## src/rtl/rc5_pkg.sv

```systemverilog
package rc5_pkg;

  localparam logic [31:0] MAGIC_P = 32'hB7E15163;
  localparam logic [31:0] MAGIC_Q = 32'h9E3779B9;

  typedef enum logic [1:0] {
    PH_LOAD = 2'd0,
    PH_FILL = 2'd1,
    PH_MIX  = 2'd2,
    PH_DONE = 2'd3
  } phase_t;

  // Strobes from control to datapath
  typedef struct packed {
    logic loadWr;   // write incoming key word into key slot
    logic clearAB;  // fourth word taken: restart A, B and progression
    logic fillWr;   // write progression value into round-key table
    logic mixWr;    // one mixing iteration this cycle
    logic lookup;   // table is readable at the port
  } ctlStrobes_t;

  function automatic logic [31:0] rotl32(input logic [31:0] x, input logic [4:0] sh);
    logic [63:0] t;
    t = {x, x} << sh;
    return t[63:32];
  endfunction

endpackage

```

## src/rtl/rc5_ctrl.sv

```systemverilog
module rc5_ctrl
  import rc5_pkg::*;
#(
  parameter int T  = 26,
  parameter int IW = 5,
  parameter int CW = 7
) (
  input  logic          clk,
  input  logic          rst,
  input  logic          keyWrite,
  input  logic [IW-1:0] keyIndex,
  output ctlStrobes_t   ctl,
  output logic [IW-1:0] sAddr,
  output logic [1:0]    lAddr,
  output logic          ready
);

  localparam logic [IW-1:0] LAST_IDX  = IW'(T - 1);
  localparam logic [CW-1:0] LAST_ITER = CW'(3 * T - 1);

  phase_t        phase;
  logic [1:0]    wordCnt;
  logic [IW-1:0] tabIdx;
  logic [1:0]    keyIdx;
  logic [CW-1:0] iterCnt;
  logic          takeWord;

  assign takeWord = keyWrite && (phase == PH_LOAD || phase == PH_DONE);

  always_comb begin
    ctl         = '0;
    ctl.loadWr  = takeWord;
    ctl.clearAB = takeWord && (wordCnt == 2'd3);
    ctl.fillWr  = (phase == PH_FILL);
    ctl.mixWr   = (phase == PH_MIX);
    ctl.lookup  = (phase == PH_DONE);
  end

  always_comb begin
    case (phase)
      PH_DONE: sAddr = keyIndex;
      default: sAddr = tabIdx;
    endcase
    lAddr = (phase == PH_MIX) ? keyIdx : wordCnt;
  end

  assign ready = (phase == PH_DONE);

  always_ff @(posedge clk) begin
    if (rst) begin
      phase   <= PH_LOAD;
      wordCnt <= '0;
      tabIdx  <= '0;
      keyIdx  <= '0;
      iterCnt <= '0;
    end else begin
      case (phase)
        PH_LOAD, PH_DONE: begin
          if (takeWord) begin
            wordCnt <= wordCnt + 2'd1;
            if (wordCnt == 2'd3) begin
              phase  <= PH_FILL;
              tabIdx <= '0;
            end else begin
              phase <= PH_LOAD;
            end
          end
        end
        PH_FILL: begin
          if (tabIdx == LAST_IDX) begin
            phase   <= PH_MIX;
            tabIdx  <= '0;
            keyIdx  <= '0;
            iterCnt <= '0;
          end else begin
            tabIdx <= tabIdx + 1'b1;
          end
        end
        PH_MIX: begin
          tabIdx  <= (tabIdx == LAST_IDX) ? '0 : tabIdx + 1'b1;
          keyIdx  <= keyIdx + 2'd1;
          iterCnt <= iterCnt + 1'b1;
          if (iterCnt == LAST_ITER) begin
            phase   <= PH_DONE;
            wordCnt <= '0;
          end
        end
        default: phase <= PH_LOAD;
      endcase
    end
  end

endmodule

```

## src/rtl/rc5_datapath.sv

```systemverilog
module rc5_datapath
  import rc5_pkg::*;
#(
  parameter int T  = 26,
  parameter int IW = 5
) (
  input  logic          clk,
  input  logic          rst,
  input  ctlStrobes_t   ctl,
  input  logic [IW-1:0] sAddr,
  input  logic [1:0]    lAddr,
  input  logic [31:0]   keyWord,
  output logic [31:0]   roundKey
);

  logic [31:0] sMem [0:T-1];
  logic [31:0] lMem [0:3];
  logic [31:0] regA, regB, regR;

  logic        sInRange;
  logic [31:0] sRd, lRd, aNext, bNext;
  logic [4:0]  rotAmt;

  // Single read port per memory, asynchronous
  always_comb begin
    sInRange = (int'(sAddr) < T);
    sRd      = sInRange ? sMem[sAddr] : '0;
    lRd      = lMem[lAddr];
  end

  always_comb begin
    aNext  = rotl32(sRd + regA + regB, 5'd3);
    rotAmt = aNext[4:0] + regB[4:0];
    bNext  = rotl32(lRd + aNext + regB, rotAmt);
  end

  assign roundKey = (ctl.lookup && sInRange) ? sRd : '0;

  always_ff @(posedge clk) begin
    if (ctl.fillWr && sInRange) sMem[sAddr] <= regR;
    else if (ctl.mixWr && sInRange) sMem[sAddr] <= aNext;
  end

  always_ff @(posedge clk) begin
    if (ctl.loadWr) lMem[lAddr] <= keyWord;
    else if (ctl.mixWr) lMem[lAddr] <= bNext;
  end

  always_ff @(posedge clk) begin
    if (rst) begin
      regA <= '0;
      regB <= '0;
      regR <= MAGIC_P;
    end else if (ctl.clearAB) begin
      regA <= '0;
      regB <= '0;
      regR <= MAGIC_P;
    end else begin
      if (ctl.fillWr) regR <= regR + MAGIC_Q;
      if (ctl.mixWr) begin
        regA <= aNext;
        regB <= bNext;
      end
    end
  end

endmodule

```

## src/rtl/rc5_key_sched.sv

```systemverilog
module rc5_key_sched
  import rc5_pkg::*;
#(
  parameter int ROUNDS = 12
) (
  input  logic                                clk,
  input  logic                                rst,
  input  logic                                keyWrite,
  input  logic [31:0]                         keyWord,
  input  logic [$clog2(2*ROUNDS+2)-1:0]       keyIndex,
  output logic [31:0]                         roundKey,
  output logic                                ready
);

  localparam int T  = 2 * ROUNDS + 2;
  localparam int IW = $clog2(T);
  localparam int CW = $clog2(3 * T);

  ctlStrobes_t   ctlS;
  logic [IW-1:0] sAddr;
  logic [1:0]    lAddr;

  rc5_ctrl #(.T(T), .IW(IW), .CW(CW)) uCtrl (
    .clk      (clk),
    .rst      (rst),
    .keyWrite (keyWrite),
    .keyIndex (keyIndex),
    .ctl      (ctlS),
    .sAddr    (sAddr),
    .lAddr    (lAddr),
    .ready    (ready)
  );

  rc5_datapath #(.T(T), .IW(IW)) uDp (
    .clk      (clk),
    .rst      (rst),
    .ctl      (ctlS),
    .sAddr    (sAddr),
    .lAddr    (lAddr),
    .keyWord  (keyWord),
    .roundKey (roundKey)
  );

endmodule

```

## config.mk

```make
export PLATFORM = sky130hd
export DESIGN_NAME = rc5_key_sched
export DESIGN_NICKNAME = d
export VERILOG_FILES = /design/src/rtl/rc5_pkg.sv /design/src/rtl/rc5_ctrl.sv /design/src/rtl/rc5_datapath.sv /design/src/rtl/rc5_key_sched.sv
export SDC_FILE = /design/constraint.sdc
export NUM_CORES = 2
export LEC_CHECK = 0
export ABC_AREA = 0
export BUFFER_PORTS_ARGS = -buffer_cell sky130_fd_sc_hd__buf_2
export CORE_MARGIN = 8
export CORE_UTILIZATION = 65
export CTS_BUF_LIST = sky130_fd_sc_hd__clkbuf_8
export DETAILED_ROUTE_END_ITERATION = 6
export MAX_ROUTING_LAYER = met4
export PLACE_DENSITY = 0.88
export SLEW_MARGIN = 20
export SYNTH_ARGS = -nofsm -noshare
export SYNTH_HDL_FRONTEND = slang
export SYNTH_HIERARCHICAL = 1
export SYNTH_SLANG_ARGS = --single-unit
```

## constraint.sdc

```tcl
create_clock -name clk -period 12.3 [get_ports clk]
set_clock_uncertainty 0.2 [all_clocks]
set_input_delay 0.615 -clock clk [delete_from_list [all_inputs] [get_ports clk]]
set_output_delay 0.615 -clock clk [all_outputs]
set_load 0.01 [all_outputs]
```

==> flow_summary.json <==
{
  "core_sq_mm": 0.0758,
  "required_ns": 12.66,
  "status": "finished with violations",
  "syn-instance-count": 3287,
  "hpwl_mm": 103,
  "cts.clk_slew.worst_paths_ns": 0.07,
  "slowest_delay_ns": 0.69,
  "grt_max_degree": 63,
  "final_hold_viol_count": 0,
  "root_buffer": "clkbuf_8",
  "grt_usage_pct": 37.8,
  "reg2reg_slack_ns": 0.31,
  "start_util_pct": 65.5,
  "h-tree-depth": 4,
  "synth-edff-count": 960,
  "ant_nets": 0,
  "wire_per_inst_um": 34.5,
  "holdCritStartpoint": "keyWord[30]",
  "hold_path_end": "uDp/lMem[0][30]",
  "die_x_um": 292,
  "place_congestion": 1.05,
  "rr_endpoint": "uDp/lMem[1][25]",
  "synth_top_flop_cell": "edfxtp_1",
  "cp-start-kind": "flop",
  "cp-end-kind": "flop",
  "hold_depth": 3,
  "die_area_sq_mm": 0.0855,
  "max-cap-violations": 0,
  "syn_area_sq_mm": 0.0497,
  "drt-initial-drc-count": 6153,
  "ys_types": 100,
  "portBuffers": 72,
  "syn_nets": 3465,
  "setup_viol": 0,
  "rsz0062_at_grt": "true",
  "seq_area_frac_synth_pct": 62.6,
  "nFillCells": 4337,
  "crit_type": "flop to flop",
  "drc_errors": 90,
  "async_flop_share_pct": 0,
  "crit_start": "uCtrl/phase[1]",
  "totalWireLength_mm": 160,
  "placed_area_sq_mm": 0.0521,
  "num_vias": 34200,
  "ys.warnings.count": 6,
  "rr_startpoint": "uCtrl/phase[1]",
  "cts_tree": "built",
  "antenna_found_initial": 6,
  "first_global_vias": 33500,
  "layout_commonest_cell": "edfxtp_1",
  "clk_latency_ns": 0.88,
  "grt_pass1_wl_mm": 228,
  "drive_gt1_share_pct": 23.4,
  "final_nets": 3696,
  "hold_path.class": "input port to flop",
  "die_h_um": 292,
  "io_pins": 73,
  "final_cell_mix": "edfxtp_1 (960), mux4_2 (245), nor2_1 (223)",
  "period_minus_slack_ns": 11.99,
  "finalCritPeriodShare_pct": 97.5,
  "clockBufferDepth": 3,
  "cp.arrival_ns": 12.36,
  "rows": 101,
  "crit_slowest_cell": "nor2b_2",
  "violations": "DRC",
  "tns_ns": 0,
  "syn_to_final_growth_pct": 12.1,
  "fmax_mhz": 83.4,
  "reg2reg_depth": 35,
  "firstDrtPassIters": 7,
  "viasPerCell": 7.37,
  "critPathMaxFanout": 13,
  "cts_inserted_buffers": 163,
  "worst_pin_slew_ns": 1.22,
  "maxSlewViolCount": 0,
  "fin_area_sq_mm": 0.0557,
  "relSlewSlack_pct": 18.6,
  "synth_area_per_cell_sq_um": 15.1,
  "clock-sinks": 1074,
  "synth-seq-cells": 1074,
  "overflow": 0
}
==> through the flow <==
stage	setup slack [ns]	std cells	hold WS, ns	utilization [%]
after floorplan	1.82	3287	0.256	-
after detailed placement	0.292	4318	0.287	68.7
after global placement	0.561	4318	0.267	68.7
after global routing	-0.106	4633	0.0133	73.4
final	0.306	4638	0.0447	73.4
after CTS	0.132	4622	0.0182	73.2
==> layer usage <==
layer	global-route usage (%)	share of wire, %
met1	47.3	34
met2	55.0	44
met3	11.5	15
met4	21.7	7.3
met5	-	0
==> final cells by class <==
cell class              instances  area [sq um]  area share [%]
multi-input cells            1930         17800            32.0
well taps                     978          1220            2.20
inverters                     108           409           0.735
clock buffers                 174          2390            4.30
flip-flops and latches       1074         31100            55.9
clock inverters               122           940            1.69
repair buffers                241          1740            3.13
diodes                         11          27.5          0.0494
==> synth_stat cells (34+ instances only) <==
library cell / count / area (sq um)
clkbuf_1: 114 / 428
nand3_1: 35 / 175
edfxtp_1: 960 / 28800
nand2_1: 189 / 709
ha_1: 73 / 913
o21ai_0: 143 / 716
xor2_1: 34 / 298
a21oi_1: 150 / 751
mux4_2: 245 / 5520
inv_1: 104 / 390
xnor2_1: 48 / 420
fa_1: 65 / 1300
nor2_1: 250 / 938
mux2i_1: 96 / 961
dfxtp_1: 114 / 2280
a22oi_1: 51 / 383
nor3_1: 49 / 245
mux2_2: 52 / 586
==> kinds of logic after synthesis <==
family	count (synthesis)	synth area share, %
buffers and inverters	284	2.33
XOR/XNOR	82	1.45
adder cells (fa/ha/maj)	138	4.46
flip-flops	1074	62.6
multiplexers	394	14.2
AO/OA/AOI/OAI	657	8.91
AND/OR/NAND/NOR	658	6.00
==> registers in the layout, summed over array words and instances, names as in the netlist <==
register and count:
uCtrl/iterCnt 7, uDp/lMem 128, uCtrl/keyIdx 2, uCtrl/wordCnt 2
uDp/regR 32, uDp/regA 32, uCtrl/phase 2, uDp/sMem 832
uDp/regB 32, uCtrl/tabIdx 5
==> worst max path at each step <==
stage	endpoint	slack [ns]	cells after the start
2_1_floorplan	uDp/lMem[0][22]	1.82	38
3_3_place_gp	uDp/lMem[2][7]	0.56	38
3_5_place_dp	uDp/lMem[0][7]	0.29	38
4_1_cts	uDp/lMem[0][7]	0.13	38
5_1_grt	uDp/lMem[0][7]	-0.11	39
6_report	uDp/lMem[1][25]	0.31	35
==> what timing repair did <==
item                                    CTS  global route
gates resized for setup                   0            19
endpoints found under the hold margin    38             0
setup buffers                             0             4
hold buffers                              8             0
endpoints found under the setup margin    0           160
==> critical path: cells and delay by family, from the launching register on <==
kind                       cells  cell delay [ns]
and+or+nand+nor                6             2.12
adders and majority gates      6             2.34
xor gates and xnor gates       1             0.29
muxes                          2             0.92
DFF                            1             0.42
buffers and inverters          3             0.54
AOI/OAI and AO/OA             17             4.80
Power is not shown: default switching activity piles up to over one toggle a cycle in this logic, so the estimate is an artifact.
